$ cat src/rtl/fsram_pkg.sv
package fsram_pkg;
    localparam int LANES   = 4;
    localparam int LANE_W  = 8;
    localparam int WORD_W  = LANES * LANE_W;
    localparam int BURST_W = 2;

    typedef logic [LANES-1:0]  lane_vec_t;
    typedef logic [WORD_W-1:0] word_t;

    typedef struct packed {
        logic load;       // an address is taken this edge
        logic from_proc;  // taken by the processor strobe
        logic sel_new;    // select state after this edge
    } capture_t;

    function automatic logic [BURST_W-1:0] burst_step(input logic [BURST_W-1:0] c);
        return c + 1'b1;
    endfunction

    function automatic lane_vec_t lane_enables(input logic all_n, input logic byte_n,
                                               input lane_vec_t sel_n);
        if (!all_n)       return '1;
        else if (!byte_n) return ~sel_n;
        else              return '0;
    endfunction
endpackage

$ cat src/rtl/fsram_addr_ctl.sv
module fsram_addr_ctl
    import fsram_pkg::*;
#(
    parameter int AW = 6
) (
    input  logic          clk,
    input  logic          rst,
    input  logic          hold,
    input  logic [AW-1:0] addr_i,
    input  logic          proc_strobe_n,
    input  logic          ctrl_strobe_n,
    input  logic          advance_n,
    input  logic          sel1_n,
    input  logic          sel2,
    input  logic          sel3_n,
    output capture_t      cap,
    output logic [AW-1:0] tgt_addr,
    output logic [AW-1:0] cur_addr,
    output logic          sel_q,
    output logic          first_q
);
    always_comb begin
        cap.from_proc = !proc_strobe_n && !sel1_n;
        cap.load      = cap.from_proc || !ctrl_strobe_n;
        cap.sel_new   = cap.load ? (!sel1_n && sel2 && !sel3_n) : sel_q;
        if (cap.load)
            tgt_addr = addr_i;
        else if (!advance_n && sel_q)
            tgt_addr = {cur_addr[AW-1:BURST_W], burst_step(cur_addr[BURST_W-1:0])};
        else
            tgt_addr = cur_addr;
    end

    always_ff @(posedge clk) begin
        if (rst) begin
            cur_addr <= '0;
            sel_q    <= 1'b0;
            first_q  <= 1'b0;
        end else if (!hold) begin
            cur_addr <= tgt_addr;
            sel_q    <= cap.sel_new;
            first_q  <= cap.load && cap.sel_new && !sel_q;
        end
    end
endmodule

$ cat src/rtl/fsram_write_dec.sv
module fsram_write_dec
    import fsram_pkg::*;
(
    input  logic      enable,
    input  logic      all_wr_n,
    input  logic      lane_wr_n,
    input  lane_vec_t lane_sel_n,
    output lane_vec_t lane_we
);
    lane_vec_t mask;
    assign mask = lane_enables(all_wr_n, lane_wr_n, lane_sel_n);

    for (genvar g = 0; g < LANES; g++) begin : g_lane
        assign lane_we[g] = enable && mask[g];
    end
endmodule

$ cat src/rtl/fsram_lane_array.sv
module fsram_lane_array
    import fsram_pkg::*;
#(
    parameter int AW = 6
) (
    input  logic          clk,
    input  lane_vec_t     lane_we,
    input  logic [AW-1:0] waddr,
    input  word_t         wdata,
    input  logic [AW-1:0] raddr,
    output word_t         rdata
);
    localparam int DEPTH = 1 << AW;

    for (genvar g = 0; g < LANES; g++) begin : g_lane
        logic [LANE_W-1:0] cells [DEPTH];
        always_ff @(posedge clk) begin
            if (lane_we[g]) cells[waddr] <= wdata[g*LANE_W +: LANE_W];
        end
        assign rdata[g*LANE_W +: LANE_W] = cells[raddr];
    end
endmodule

$ cat src/rtl/fts_burst_sram.sv
module fts_burst_sram
    import fsram_pkg::*;
#(
    parameter int AW = 6
) (
    input  logic          clk,
    input  logic          rst,
    input  logic [AW-1:0] addr_i,
    input  logic          proc_strobe_n,
    input  logic          ctrl_strobe_n,
    input  logic          advance_n,
    input  logic          sel1_n,
    input  logic          sel2,
    input  logic          sel3_n,
    input  logic          all_wr_n,
    input  logic          lane_wr_n,
    input  logic [3:0]    lane_sel_n,
    input  logic          out_en_n,
    input  logic          sleep,
    input  logic [31:0]   wdata,
    output logic [31:0]   rdata,
    output logic          rdata_drive
);
    capture_t      cap;
    logic [AW-1:0] tgt_addr;
    logic [AW-1:0] cur_addr;
    logic          sel_q;
    logic          first_q;
    logic          wrote_q;
    lane_vec_t     lane_we;
    logic          wr_allow;

    fsram_addr_ctl #(.AW(AW)) u_addr (
        .clk(clk), .rst(rst), .hold(sleep), .addr_i(addr_i),
        .proc_strobe_n(proc_strobe_n), .ctrl_strobe_n(ctrl_strobe_n),
        .advance_n(advance_n), .sel1_n(sel1_n), .sel2(sel2), .sel3_n(sel3_n),
        .cap(cap), .tgt_addr(tgt_addr), .cur_addr(cur_addr),
        .sel_q(sel_q), .first_q(first_q)
    );

    assign wr_allow = cap.sel_new && !cap.from_proc && !sleep;

    fsram_write_dec u_wdec (
        .enable(wr_allow), .all_wr_n(all_wr_n), .lane_wr_n(lane_wr_n),
        .lane_sel_n(lane_sel_n), .lane_we(lane_we)
    );

    fsram_lane_array #(.AW(AW)) u_array (
        .clk(clk), .lane_we(lane_we), .waddr(tgt_addr), .wdata(wdata),
        .raddr(cur_addr), .rdata(rdata)
    );

    always_ff @(posedge clk) begin
        if (rst)         wrote_q <= 1'b0;
        else if (!sleep) wrote_q <= |lane_we;
    end

    assign rdata_drive = !out_en_n && !sleep && sel_q && !first_q && !wrote_q;
endmodule

$ cat config.mk
export PLATFORM = sky130hd
export DESIGN_NAME = fts_burst_sram
export DESIGN_NICKNAME = d
export VERILOG_FILES = /design/src/rtl/fsram_pkg.sv /design/src/rtl/fsram_addr_ctl.sv /design/src/rtl/fsram_write_dec.sv /design/src/rtl/fsram_lane_array.sv /design/src/rtl/fts_burst_sram.sv
export SDC_FILE = /design/constraint.sdc
export NUM_CORES = 2
export LEC_CHECK = 0
export ABC_AREA = 1
export ABC_CLOCK_PERIOD_IN_PS = 3700
export BUFFER_PORTS_ARGS = -buffer_cell sky130_fd_sc_hd__clkbuf_2
export CAP_MARGIN = 20
export CELL_PAD_IN_SITES_DETAIL_PLACEMENT = 0
export CELL_PAD_IN_SITES_GLOBAL_PLACEMENT = 1
export CORE_MARGIN = 1.5
export CORE_UTILIZATION = 56
export DETAILED_ROUTE_END_ITERATION = 16
export GPL_ROUTABILITY_DRIVEN = 0
export PLACE_DENSITY = 0.81
export SLEW_MARGIN = 0
export SYNTH_ARGS = -nofsm -noshare
export SYNTH_HDL_FRONTEND = slang
export SYNTH_SLANG_ARGS = --single-unit
$ cat constraint.sdc
create_clock -name clk -period 3.7 [get_ports clk]
set_input_delay 0.37 -clock clk [delete_from_list [all_inputs] [get_ports clk]]
set_output_delay 0.37 -clock clk [all_outputs]
set_load 0.01 [all_outputs]
==> summary.md <==
| Metric | Value |
|---|---|
| Outcome | complete, but fails checks |
| Failing checks | negative setup slack |
| Crit path launch type | flop |
| Seq pwr share | 0.509 |
| Distinct cells, synth | 32 |
| Fin crit share | 1.00 |
| Reg2reg path depth | 10 |
| Die ar. | 0.152 mm2 |
| Met3 wire length | 30000 um |
| Seq/Total Area, Yosys | 0.735 |
| DR DRC count | 0 |
| Synth Register Bits | 2063 |
| DRT iter0 DRCs | 8311 |
| Post-synth EDFFs | 2048 |
| CP Buf/Inv Count | 2 |
| Gr usage total | 0.323 |
| Routed WL | 249000 um |
| Synth Area per Inst | 11.8 um2 |
| Final Max Tran Viols | 0 |
| Vias | 57700 |
| Vias in the first global route | between 50000 and 60000 |
| Setup WS post-layout | -0.0182 ns |
| Clk pwr share | 0.396 |
| Worst slew pin tran | 1.14 ns |
| Logic pwr share | 0.095 |
| Yosys top cell area share | 0.732 |
| H-tree Lvls | 4 |
| Largest delay share family, worst path | simple AND/OR/NAND/NOR gates |
| Ys Warns | 0 |
| Clk_lat worst skew | 0.83 ns |
| DR pass1 iterations | 6 |
| Yosys top cell by area | edfxtp_1 |
| Number of top-level pins | 87 |
| Period minus WS final | 3.72 ns |
| Core Rows | 141 |
| CP Max Fanout | ~100 |
| Most frequent CP cell | nand3_1 |
| Setup Skew | 0.0201 ns |
| Crit Path Class | reg2out |
| CP endpoint kind | output port |
| DP Worst Slack | about 0.32 ns |
| DP Wirelength | 149000 um |
| Sw power | between 0.01 and 0.015 W |
| Post-Syn Instances | 7128 |
| Antenna violations before repair | 13 |
| Wire length of the first global-routing pass | 357000 um |
| ANT nets after route | 0 |
| Mapped cell area | 0.0840 mm2 |
| CTS Buffer Depth | 3 |
| Grt total ovfl | 0 |
| Mapped Nets | between 7000 and 8000 |
| Die Width | 390 um |
| Initial Utilization | 0.566 |
| Arrival time worst endpoint | 3.35 ns |
| Max-Cap Viols | 0 |
| CORE AREA | 0.148 mm2 |
| Clk sinks | 2063 |
| Setup violations, final | 1 |
| Layout area overhead | 13.9% |
| IO Port Bufs | 86 |
| Hold depth | 4 |
| RSZ-0062 raised after global routing | yes |
| Power density cells | 529 mW/mm2 |
| Worst reg2reg startpoint | u_addr.sel_q |
| Largest net degree at the start of global routing | around 140 |
| F_max | 269 MHz |
| Ys async rst share | 0 |
| Ys flop type | edfxtp_1 |
| Wirelength per Cell | approximately 26 um |
| Worst Path Required | roughly 3.3 ns |
| Vias per inst | 6.05 |
| Final Hold Viols | 0 |
| Total power | 0.0506 W |
| Reg2Reg Setup Slack | 0.62 ns |
| Crit path cell chain | buf_16, nand3_1, nand3_1, nand2_1, nand2_1, nand3_1, nand2_4, clkbuf_2 |
| Highest metal used | met5 |
| Worst vdd ir | 0.346 mV |
| Clock Pin Slew Worst Setup and Hold Paths | 0.06 ns |
| Pleak | ~34 nW |
| Critical path's slowest cell | dfxtp_4 |
| Hold WC Path Type | in2reg |
| Worst R2R End | u_array.g_lane[3].cells[52][1] |
| Most numerous cell in the Yosys netlist | nand2_1 |
| Die extent in y | 390 um |
| TritonCTS Buffers | 204 |
| Switching part of the total | 0.242 |
| Internal power | between 0.03 and 0.04 W |
| Post-synth top cells | nand2_1, edfxtp_1, nand3_1 |
| CP Capture Point | rdata[25] |
| Met2 routed WL | 112000 um |
| Cell depth of the worst setup path | 8 |
| Top post-synthesis cells by area | edfxtp_1, nand3_1, nand2_1, clkbuf_1, buf_2 |
| CTS tree | done |
| Root Driver | clkbuf_16 |
| Share of cells above drive strength 1 | 0.119 |
| Met1 wire length | around 98000 um |
| Layout Nets | between 7000 and 8000 |
| Critical path's largest stage delay | 0.64 ns |
| Worst rel slew slack | 0.232 |
==> cell usage in the layout (no fill, tap or decap), drive strengths merged, types with 9 or more instances in the layout <==
cell | synthesis | layout
a21oi | 9 | 9
clkbuf | 239 | 374
nor3 | 128 | 128
nand2 | 2355 | 2355
buf | 252 | 387
inv | 36 | 39
nand3 | 1887 | 1887
dfxtp | 15 | 15
o21ai | 16 | 16
nor2 | 136 | 136
clkinv | 0 | 93
bufinv | 0 | 16
edfxtp | 2048 | 2048
==> what timing repair did <==
item                                   CTS  global route
setup endpoints to repair               27            25
hold buffers                             4             0
pin swaps                                0             3
cloned                                   1             7
resized for setup                       26            44
buffers inserted                         4             0
endpoints found under the hold margin   13             0
==> sequential cells by signal, summed over array words and instances (netlist names), named ones only <==
register	count
u_array.g_lane.cells	2048
u_addr.cur_addr	6
u_addr.first_q	1
u_addr.sel_q	1
wrote_q	1
==> tightest hold or removal path, stage by stage <==
cell	delay, ns
clkbuf_2	0.10
o21ai_0	0.17
o31ai_1	0.11
a21oi_1	0.14
==> through the flow <==
| stage | hold WS [ns] | area (um2) | setup TNS, ns | std cells | utilization |
|---|---|---|---|---|---|
| global route | 0.0844 | 95700 | -0.177 | 9522 | 0.645 |
| floorplan | 0.445 | 84000 | 0 | 7128 | - |
| global placement | 0.457 | 88300 | 0 | 9075 | 0.595 |
| finish | 0.107 | 95700 | -0.0182 | 9530 | 0.645 |
| detailed placement | 0.468 | 88400 | 0 | 9083 | 0.596 |
| CTS | 0.0394 | 95000 | -0.00129 | 9463 | 0.640 |
==> metal layers <==
layer / vias up / global-route usage
met5: - / 0
met4: 4 / 0.114
met3: 488 / 0.0701
met2: 3462 / 0.483
met1: 27900 / 0.470
li1: 25800 / -
==> cell families (layout without fill, tap and decap cells) <==
family | after synthesis | in the layout | share of synthesized area
buffers and inverters | 527 | 919 | 0.0268
other | 0 | 8 | 0
and+or+nand+nor | 4510 | 4510 | 0.235
AOI/OAI and AO/OA | 27 | 27 | 0.00225
xor gates and xnor gates | 1 | 1 | 0.000104
DFF | 2063 | 2063 | 0.735
==> layout make-up <==
type	count	area [um2]
clock buffer	254	5420
multi-input combinational	4538	20200
tap	2002	2500
inverter	36	210
timing repair buffer	512	4570
sequential	2063	61800
fill	11100	52700
clock inverter	117	982
antenna	8	20.0
==> how the worst min path moves through the flow <==
stage,slack [ns],startpoint,to
floorplan,0.45,u_addr.first_q,u_addr.first_q
global placement,0.46,u_addr.first_q,u_addr.first_q
detailed placement,0.47,u_addr.first_q,u_addr.first_q
CTS,0.04,wdata[9],u_array.g_lane[1].cells[59][1]
global route,0.08,wdata[4],u_array.g_lane[0].cells[16][4]
finish,0.11,all_wr_n,wrote_q
==> power by group through the flow <==
| stage | combinational [W] | sequential (W) | clock (W) |
|---|---|---|---|
| finish | 0.00482 | 0.0258 | 0.0201 |
| global route | 0.00511 | 0.0257 | 0.0211 |
| CTS | 0.00463 | 0.0258 | 0.0202 |
| detailed placement | 0.00456 | 0.0263 | 0 |
| global placement | 0.00451 | 0.0263 | 0 |
| floorplan | 0.00240 | 0.0262 | 0 |
Note: power is estimated with default switching activity, not from simulation.
